## config.mk

```make
export PLATFORM = sky130hd
export DESIGN_NAME = pwm_bridge_steer
export DESIGN_NICKNAME = d
export VERILOG_FILES = /design/src/rtl/pwm_steer_pkg.sv /design/src/rtl/pwm_duty_gen.sv /design/src/rtl/pwm_steer_matrix.sv /design/src/rtl/pwm_bridge_steer.sv
export SDC_FILE = /design/constraint.sdc
export NUM_CORES = 1
export LEC_CHECK = 0
export BUFFER_PORTS_ARGS = -buffer_cell sky130_fd_sc_hd__buf_4
export CAP_MARGIN = 5
export CORE_ASPECT_RATIO = 0.9
export CORE_UTILIZATION = 34
export CTS_CLUSTER_DIAMETER = 200
export DETAILED_ROUTE_END_ITERATION = 8
export PLACE_DENSITY = 0.68
export SLEW_MARGIN = 0
export SYNTH_ARGS = -nofsm -noshare
export SYNTH_HDL_FRONTEND = slang
export SYNTH_HIERARCHICAL = 1
export SYNTH_SLANG_ARGS = --single-unit
export TNS_END_PERCENT = 20
```

## constraint.sdc

```tcl
create_clock -name clk -period 1.4 [get_ports clk]
set_input_delay 0.07 -clock clk [delete_from_list [all_inputs] [get_ports clk]]
set_output_delay 0.07 -clock clk [all_outputs]
set_load 0.05 [all_outputs]
```

## src/rtl/pwm_steer_pkg.sv

```systemverilog
package pwm_steer_pkg;
  localparam int NCH = 4;
  localparam logic [1:0] MODE_PWM = 2'b11;

  typedef enum logic [1:0] {
    CFG_SINGLE = 2'b00,
    CFG_FWD    = 2'b01,
    CFG_HALF   = 2'b10,
    CFG_REV    = 2'b11
  } bridge_cfg_e;
endpackage

```

## src/rtl/pwm_duty_gen.sv

```systemverilog
module pwm_duty_gen
  #(parameter int TMR_W  = 8,
    parameter int FINE_W = 2)
  (input  logic              clk,
   input  logic              rst,
   input  logic              enable,
   input  logic              period_match,
   input  logic [TMR_W-1:0]  tmr_cnt,
   input  logic [FINE_W-1:0] tmr_fine,
   input  logic [TMR_W-1:0]  duty_hi,
   input  logic [FINE_W-1:0] duty_lo,
   output logic              mod_raw);

  localparam int DW = TMR_W + FINE_W;

  logic [DW-1:0] duty_shadow;
  logic [DW-1:0] tnow;
  logic [DW-1:0] duty_next;
  logic          reached;

  assign tnow      = {tmr_cnt, tmr_fine};
  assign duty_next = {duty_hi, duty_lo};
  assign reached   = (tnow >= duty_shadow);

  // shadow duty: loaded only at the period boundary
  always_ff @(posedge clk) begin
    if (rst) begin
      duty_shadow <= '0;
    end else if (period_match) begin
      duty_shadow <= duty_next;
    end
  end

  // pulse: set at period start (unless zero duty), cleared once timer reaches duty
  always_ff @(posedge clk) begin
    if (rst || !enable) begin
      mod_raw <= 1'b0;
    end else if (period_match) begin
      mod_raw <= (duty_next != '0);
    end else if (reached) begin
      mod_raw <= 1'b0;
    end
  end
endmodule

```

## src/rtl/pwm_steer_matrix.sv

```systemverilog
module pwm_steer_matrix
  import pwm_steer_pkg::*;
  (input  bridge_cfg_e    cfg,
   input  logic           pwm_on,
   input  logic           mod_raw,
   input  logic [1:0]     pol,
   output logic [NCH-1:0] level,
   output logic [NCH-1:0] drive);

  logic [NCH-1:0] logical;

  // logical (active = 1) state and drive mask per bridge configuration
  always_comb begin
    logical = '0;
    drive   = '0;
    if (pwm_on) begin
      unique case (cfg)
        CFG_SINGLE: begin
          drive   = 4'b0001;
          logical = {3'b000, mod_raw};
        end
        CFG_FWD: begin
          drive   = 4'b1111;
          logical = {mod_raw, 1'b0, 1'b0, 1'b1};
        end
        CFG_HALF: begin
          drive   = 4'b0011;
          logical = {2'b00, ~mod_raw, mod_raw};
        end
        CFG_REV: begin
          drive   = 4'b1111;
          logical = {1'b0, 1'b1, mod_raw, 1'b0};
        end
        default: begin
          drive   = '0;
          logical = '0;
        end
      endcase
    end
  end

  // per-channel polarity: even channels (A,C) use pol[1], odd (B,D) use pol[0]
  for (genvar i = 0; i < NCH; i++) begin : g_ch
    localparam int PAIR = i % 2;
    logic inv_c;
    assign inv_c    = (PAIR == 0) ? pol[1] : pol[0];
    assign level[i] = drive[i] & (logical[i] ^ inv_c);
  end
endmodule

```

## src/rtl/pwm_bridge_steer.sv

```systemverilog
module pwm_bridge_steer
  import pwm_steer_pkg::*;
  #(parameter int TMR_W  = 8,
    parameter int FINE_W = 2)
  (input  logic              clk,
   input  logic              rst,
   input  logic [TMR_W-1:0]  tmr_cnt,
   input  logic [FINE_W-1:0] tmr_fine,
   input  logic              period_match,
   input  logic [TMR_W-1:0]  duty_hi,
   input  logic [FINE_W-1:0] duty_lo,
   input  logic [3:0]        mode_sel,
   input  logic [1:0]        out_cfg,
   output logic [3:0]        pin_level,
   output logic [3:0]        pin_drive);

  logic           pwm_on;
  logic           mod_raw;
  logic [NCH-1:0] lvl_c;
  logic [NCH-1:0] drv_c;

  assign pwm_on = (mode_sel[3:2] == MODE_PWM);

  pwm_duty_gen #(.TMR_W(TMR_W), .FINE_W(FINE_W)) u_gen (
    .clk          (clk),
    .rst          (rst),
    .enable       (pwm_on),
    .period_match (period_match),
    .tmr_cnt      (tmr_cnt),
    .tmr_fine     (tmr_fine),
    .duty_hi      (duty_hi),
    .duty_lo      (duty_lo),
    .mod_raw      (mod_raw));

  pwm_steer_matrix u_mtx (
    .cfg     (bridge_cfg_e'(out_cfg)),
    .pwm_on  (pwm_on),
    .mod_raw (mod_raw),
    .pol     (mode_sel[1:0]),
    .level   (lvl_c),
    .drive   (drv_c));

  always_ff @(posedge clk) begin
    if (rst) begin
      pin_level <= '0;
      pin_drive <= '0;
    end else begin
      pin_level <= lvl_c;
      pin_drive <= drv_c;
    end
  end
endmodule

```

==> results.yml, run 1 <==
worst_setup_path:
  worstReg2RegStart: "u_gen/duty_shadow[8]"
  startpoint: "u_gen/duty_shadow[8]"
  arrival_ns: 1.52
  start_kind: "flop"
  required_ns: 1.63
  end_kind: "flop"
  path_class: "flop to flop"
  critPathMaxFanout: 3
clock_tree:
  numCtsBuffers: 3
  cts_tree: "yes"
  clk_latency_ns: 0.30
  path_clk_slew_ns: 0.10
  cts.htree.levels: 1
  cts_hold_buf: 0
  root_buffer: "clkbuf_4"
  clk_path_buf_depth: 2
  cts.sinks: 19
layout:
  drive_gt1_frac: 0.311
  n_fill_cell: 302
  diodes: 0
  nets: 188
  area_growth_pct: 32.8
timing:
  finClkSkew_ns: 0.00399
  hold_violations: 0
  setup_ws_ns: 0.105
  maxSlewViolCount: 0
  whs_ns: 0.0103
  fmax_mhz: 772
  min_period_ns: 1.29
  rsz0062_at_grt: "false"
  final.setup.tns_ns: 0
  worstMarginPinSlew_ns: 0.355
  finalCritPeriodShare: 0.925
  setup_violations: 0
  max_slew_margin: 0.760
drt:
  wirelength_um: 1930
  route.detailed.drc: 0
  wl_met3_um: 113
  top_layer: "met4"
  drt_iter0_drc: 8
  postRouteAntennaNets: 0
  route.met2.wl_um: 882
  wl_per_cell_um: 10.3
  wirelength_met1_um: 919
  via_count: 839
  dr.pass1.iters: 4
  avgViaCountPerCell: 4.46
logic_synthesis:
  synthCells: 112
  ys_types: 30
  syn-cell-area_um2: 1020
  syn-num-nets: 151
  synth.avg_cell_area_um2: 9.08
  synth_warnings: 6
  ys_seq_area_frac: 0.374
  ys_ff_latch: 19
power:
  p_per_area_nw_per_um2: 818
  vdd_drop_max_mv: 0.352
  leakage_nw: 0.627
placement:
  routabilityCongestion: 0.760
  port-buffer-count: 36
  dpl_worst_slack_ns: 0.0273
  dp_hpwl_um: 1520
floorplanning:
  num_rows: 18
  initial_utilization: 0.364
  core_area_um2: 2790
  die_h_um: 53.9
  dieArea_um2: 3210
  ioPinCount: 37
  dieWidth_um: 59.7
hold_path:
  min-delay-start: "duty_hi[3]"
  hp-class: "input pin to flop"
global_routing:
  overflow: 0
  grt_pass1_wl_um: 3210
  antenna_found_initial: 0
  globalRouteTotalUtil: 0.134
  grt_pass1_vias: 759
  grt_max_degree: 20
run_status:
  status: "finished clean"
job:
  maxCapViolations: 0
-- final timing paths --
kind | endpoint | slack [ns] | cells after the start
min | u_gen/duty_shadow[5] | 0.01 | 3
min reg2reg | u_gen/duty_shadow[1] | 0.50 | 2
max | u_gen/mod_raw | 0.11 | 6
max reg2reg | u_gen/mod_raw | 0.11 | 6
-- critical path: stages (launching register included) --
cell      delay, ns
dfxtp_1        0.35
inv_1          0.05
ha_1           0.30
a21o_1         0.17
a21oi_1        0.13
a21oi_1        0.09
a211oi_2       0.14
-- cells in the mapped netlist --
cell type	n	area share
nand4_1	3	0.018
a21oi_2	1	0.0086
nor4b_1	1	0.0086
and2_1	1	0.0062
o21ai_1	1	0.0049
xnor2_1	3	0.026
nor3b_1	1	0.0074
a211oi_2	1	0.012
dfxtp_1	19	0.37
buf_4	3	0.022
o21a_1	1	0.0074
a211o_1	1	0.0086
clkbuf_1	1	0.0037
ha_1	10	0.12
and3_1	1	0.0062
mux2i_1	10	0.098
nor4_1	1	0.0062
nand3b_1	1	0.0074
o21ai_0	1	0.0049
nor4_2	1	0.012
nor3_1	2	0.0098
a21o_1	1	0.0074
nor2b_1	9	0.055
and2b_2	2	0.017
nand2_1	1	0.0037
a21oi_1	4	0.020
inv_1	12	0.044
nand3_1	1	0.0049
nor2_1	16	0.059
nand2b_1	2	0.012
-- per-stage QoR --
stage               area, um^2  power, mW  instances   util
global route              1350       1.17        188  0.484
CTS                       1340       1.12        188  0.479
finish                    1350       1.10        188  0.484
global placement          1310      0.833        184  0.470
floorplan                 1020      0.735        112      -
detailed placement        1310      0.839        184  0.470
-- cell families after synthesis --
family | count (synthesis) | share of synthesized area
multiplexers | 10 | 0.0984
adder cells (fa/ha/maj) | 10 | 0.123
flip-flops | 19 | 0.374
buffers and inverters | 16 | 0.0701
AND/OR/NAND/NOR | 43 | 0.235
XOR/XNOR | 3 | 0.0258
AO/OA/AOI/OAI | 11 | 0.0738
-- metal layers --
| metal | GRT usage | up-vias |
|---|---|---|
| li1 | - | 445 |
| met1 | 0.168 | 367 |
| met2 | 0.224 | 24 |
| met3 | 0.0337 | 3 |
| met4 | 0.0426 | 0 |
| met5 | 0 | - |
-- cells in the final DEF (no fill, tap or decap), types with 2 or more instances in the layout --
cell | netlist | final
nand4_1 | 3 | 3
inv_1 | 12 | 12
nor2_1 | 16 | 16
a21oi_1 | 4 | 4
nand2b_1 | 2 | 2
dfxtp_1 | 19 | 18
mux2i_1 | 10 | 10
and2b_2 | 2 | 2
xnor2_1 | 3 | 3
buf_4 | 3 | 36
clkbuf_4 | 0 | 3
nor2b_1 | 9 | 9
nor3_1 | 2 | 2
ha_1 | 10 | 9
-- what timing repair did --
item                       in CTS  in global routing
setup endpoints to repair       0                  1
setup buffers                   0                  0
resized for setup               0                  2
-- sequential cells by signal (all words and copies together) (netlist names) --
| name | flops |
|---|---|
| u_gen/duty_shadow | 10 |
| pin_drive | 4 |
| pin_level | 4 |
| u_gen/mod_raw | 1 |
-- power breakdown --
group	internal [mW]	switching, mW
Combinational	0.131	0.124
Clock	0.111	0.163
Sequential	0.565	0.0106
-- final cells by class --
type / count / area [um^2] / share of cell area
multi-input combinational: 77 / 578 / 0.428
inverter: 12 / 45.0 / 0.0333
tap: 40 / 50.0 / 0.0370
sequential: 19 / 382 / 0.282
timing repair buffer: 36 / 270 / 0.200
clock buffer: 4 / 26.3 / 0.0194
(Power assumes the default switching activity.)
==> inputs of run 2 (changes only) <==
ABC_AREA = 1   (was not set)
PLACE_DENSITY = 0.67   (was 0.68)
SETUP_SLACK_MARGIN = 0.02   (was not set)
==> run 2 against run 1 <==
Against the previous run:
- the run now ends with hold timing left
- utilization grew 1.1 points
- maximum frequency rose by 1.4%
- clock skew is 0.0028 ns lower
- final cell count rose by 23%
- worst setup slack gained 0.017 ns
- non-clock buffer count is 2 higher
- clock power is 5% higher
- wire length up 21%
- hold slack worse by 0.011 ns
- critical path depth grew 3
- critical endpoint unchanged
- largest cell class unchanged
- largest power group unchanged
==> results.yml, run 2 <==
run_status:
  status: "finished with violations"
  violations: "hold timing"
hold_path:
  hp-class: "input pin to flop"
worst_setup_path:
  end_kind: "flop"
  critPathMaxFanout: 2
  path_cells: "inv_1 -> ha_1 -> nand2_2 -> nor2_1 -> nand2_1 -> nand2_1 -> nand2_1 -> nand2_1 -> a21oi_1"
  path_class: "flop to flop"
  cp_num_buf_inv: 1
  crit_top_cell: "nand2_1"
  startpoint: "u_gen/duty_shadow[5]"
  reg2reg_depth: 9
  cp_top_family: "simple AND/OR/NAND/NOR gates"
  required_ns: 1.60
  worstReg2RegStart: "u_gen/duty_shadow[5]"
  worst_path_largest_cell_delay_ns: 0.34
  start_kind: "flop"
  cp.depth: 9
  slowest_stage: "dfxtp_2"
  endpoint: "u_gen/mod_raw"
  ff2ff_setup_slack_ns: 0.12
  r2r-end: "u_gen/mod_raw"
  arrival_ns: 1.48
clock_tree:
  path_clk_slew_ns: 0.11
  clk_latency_ns: 0.30
  cts_setup_buffers: 0
  cts_tree: "yes"
  cts.htree.levels: 1
  cts.sinks: 19
  clk_path_buf_depth: 2
  numCtsBuffers: 3
  root_buffer: "clkbuf_4"
floorplanning:
  initial_utilization: 0.371
  core_area_um2: 2860
  num_rows: 18
  die_h_um: 55.0
  dieArea_um2: 3350
  ioPinCount: 37
  dieWidth_um: 60.9
layout:
  mostFrequentLayoutCells: "39 x inv_1, 36 x buf_4, 26 x nand2_1"
  largest_reg_flops: 10
  largest_register: "u_gen/duty_shadow"
  final_common_cell: "inv_1"
  drive_gt1_frac: 0.255
  area_growth_pct: 33.2
  top_regs: "u_gen/duty_shadow: 10 flops, pin_drive: 4 flops, pin_level: 4 flops"
  diodes: 0
  nets: 232
timing:
  fmax_mhz: 783
  hold_violations: 1
  min_period_ns: 1.28
  rsz0062_at_grt: "false"
  worstMarginPinSlew_ns: 0.314
  max_slew_margin: 0.788
  maxSlewViolCount: 0
  finalCritPeriodShare: 0.913
  setup_violations: 0
  setup_ws_ns: 0.122
  whs_ns: -0.000421
  final.setup.tns_ns: 0
  finClkSkew_ns: 0.00124
logic_synthesis:
  synth_warnings: 6
  async_flop_share: 0
  synth_mux_area_frac: 0
  yosysMostFrequentCell: "inv_1"
  synth_compound_area_frac: 0.135
  synth-xor-area-share: 0
  ys_ff_latch: 19
  ys_seq_area_frac: 0.358
  syn-num-nets: 194
  netlist.area_leader.share: 0.358
  synth.area.top_cells: "dfxtp_1 36%, inv_1 14%, ha_1 12%"
  syn-cell-area_um2: 1060
  synth-edff-count: 0
  ys_types: 18
  synthTopCellsByCount: "39 x inv_1, 27 x nand2_1, 19 x dfxtp_1"
  synth_top_family_by_area: "simple AND/OR/NAND/NOR gates"
  synth.avg_cell_area_um2: 6.85
  synth-adder-area-share: 0.118
  yosys.area_share.simple: 0.217
  synth-main-ff-cell: "dfxtp_1"
  synthCells: 155
  synth_top_area_cell: "dfxtp_1"
drt:
  route.detailed.drc: 0
  wl_per_cell_um: 10.1
  drt_iter0_drc: 24
  dr.pass1.iters: 4
  via_count: 1024
  wirelength_um: 2340
  postRouteAntennaNets: 0
  avgViaCountPerCell: 4.41
global_routing:
  grt_pass1_vias: 922
  overflow: 0
  grt_pass1_wl_um: 3700
  grt_max_degree: 12
  globalRouteTotalUtil: 0.152
  antenna_found_initial: 0
power:
  leakage_nw: 0.743
  p_per_area_nw_per_um2: 805
  vdd_drop_max_mv: 0.368
placement:
  port-buffer-count: 36
  dp_hpwl_um: 1830
  dpl_worst_slack_ns: 0.101
  routabilityCongestion: 0.810
job:
  maxCapViolations: 0
run 2: cell types whose count changed after synthesis, sizes merged, moves of 2 or more:
cell	change
xnor2	-3
buf	+2
a21oi	+9
nor2	+2
and2b	-2
mux2i	-10
nor4	-2
o21ai	+10
nand2b	-2
nor2b	-9
nand2	+28
inv	+27
run 2: worst min-delay path by stage:
stage | startpoint | to | slack, ns | depth (start not counted)
floorplan | duty_lo[0] | u_gen/duty_shadow[0] | 0.20 | 2
global placement | duty_lo[0] | u_gen/duty_shadow[0] | 0.32 | 3
detailed placement | duty_lo[0] | u_gen/duty_shadow[0] | 0.32 | 3
CTS | rst | pin_level[1] | 0.0006 | 2
global route | period_match | u_gen/duty_shadow[5] | 0.02 | 2
finish | period_match | u_gen/duty_shadow[5] | -0.0004 | 2
run 2: area by class of cell:
class | count | area, um^2
Clock buffer | 3 | 22.5
Clock inverter | 1 | 5.00
Fill cell | 294 | 1450
Inverter | 39 | 146
Multi-Input combinational cell | 92 | 518
Sequential cell | 19 | 383
Tap cell | 40 | 50.0
Timing Repair Buffer | 38 | 290
run 2: logic make-up after synthesis:
group	Yosys count
flip-flops	19
buffers and inverters	44
AO/OA/AOI/OAI	27
AND/OR/NAND/NOR	55
adder cells (fa/ha/maj)	10
run 2: per-stage QoR:
stage / util / hold WS [ns] / power, mW / cells / cell area [um^2]
6_report: 0.495 / -0.000421 / 1.14 / 232 / 1420
2_1_floorplan: - / 0.205 / 0.748 / 155 / 1060
3_5_place_dp: 0.471 / 0.317 / 0.849 / 226 / 1350
3_3_place_gp: 0.471 / 0.316 / 0.841 / 226 / 1350
5_1_grt: 0.495 / 0.0154 / 1.22 / 232 / 1420
4_1_cts: 0.484 / 0.000577 / 1.14 / 231 / 1380
run 2: power by group:
group	internal (mW)	total, mW	switching [mW]
Sequential	0.568	0.579	0.0105
Combinational	0.125	0.273	0.149
Clock	0.107	0.288	0.181
run 2: per-layer routing:
layer,global-route usage,part of all wire,up-vias
met1,0.175,0.47,452
met3,0.0163,0.024,4
met2,0.271,0.49,20
met5,0,0,-
li1,-,-,548
met4,0.0947,0.020,0
run 2: what timing repair did:
item | in CTS | in global routing
endpoints found under the hold margin | 1 | 5
hold buffers | 1 | 1
setup endpoints to repair | 0 | 1
gates resized for setup | 0 | 5
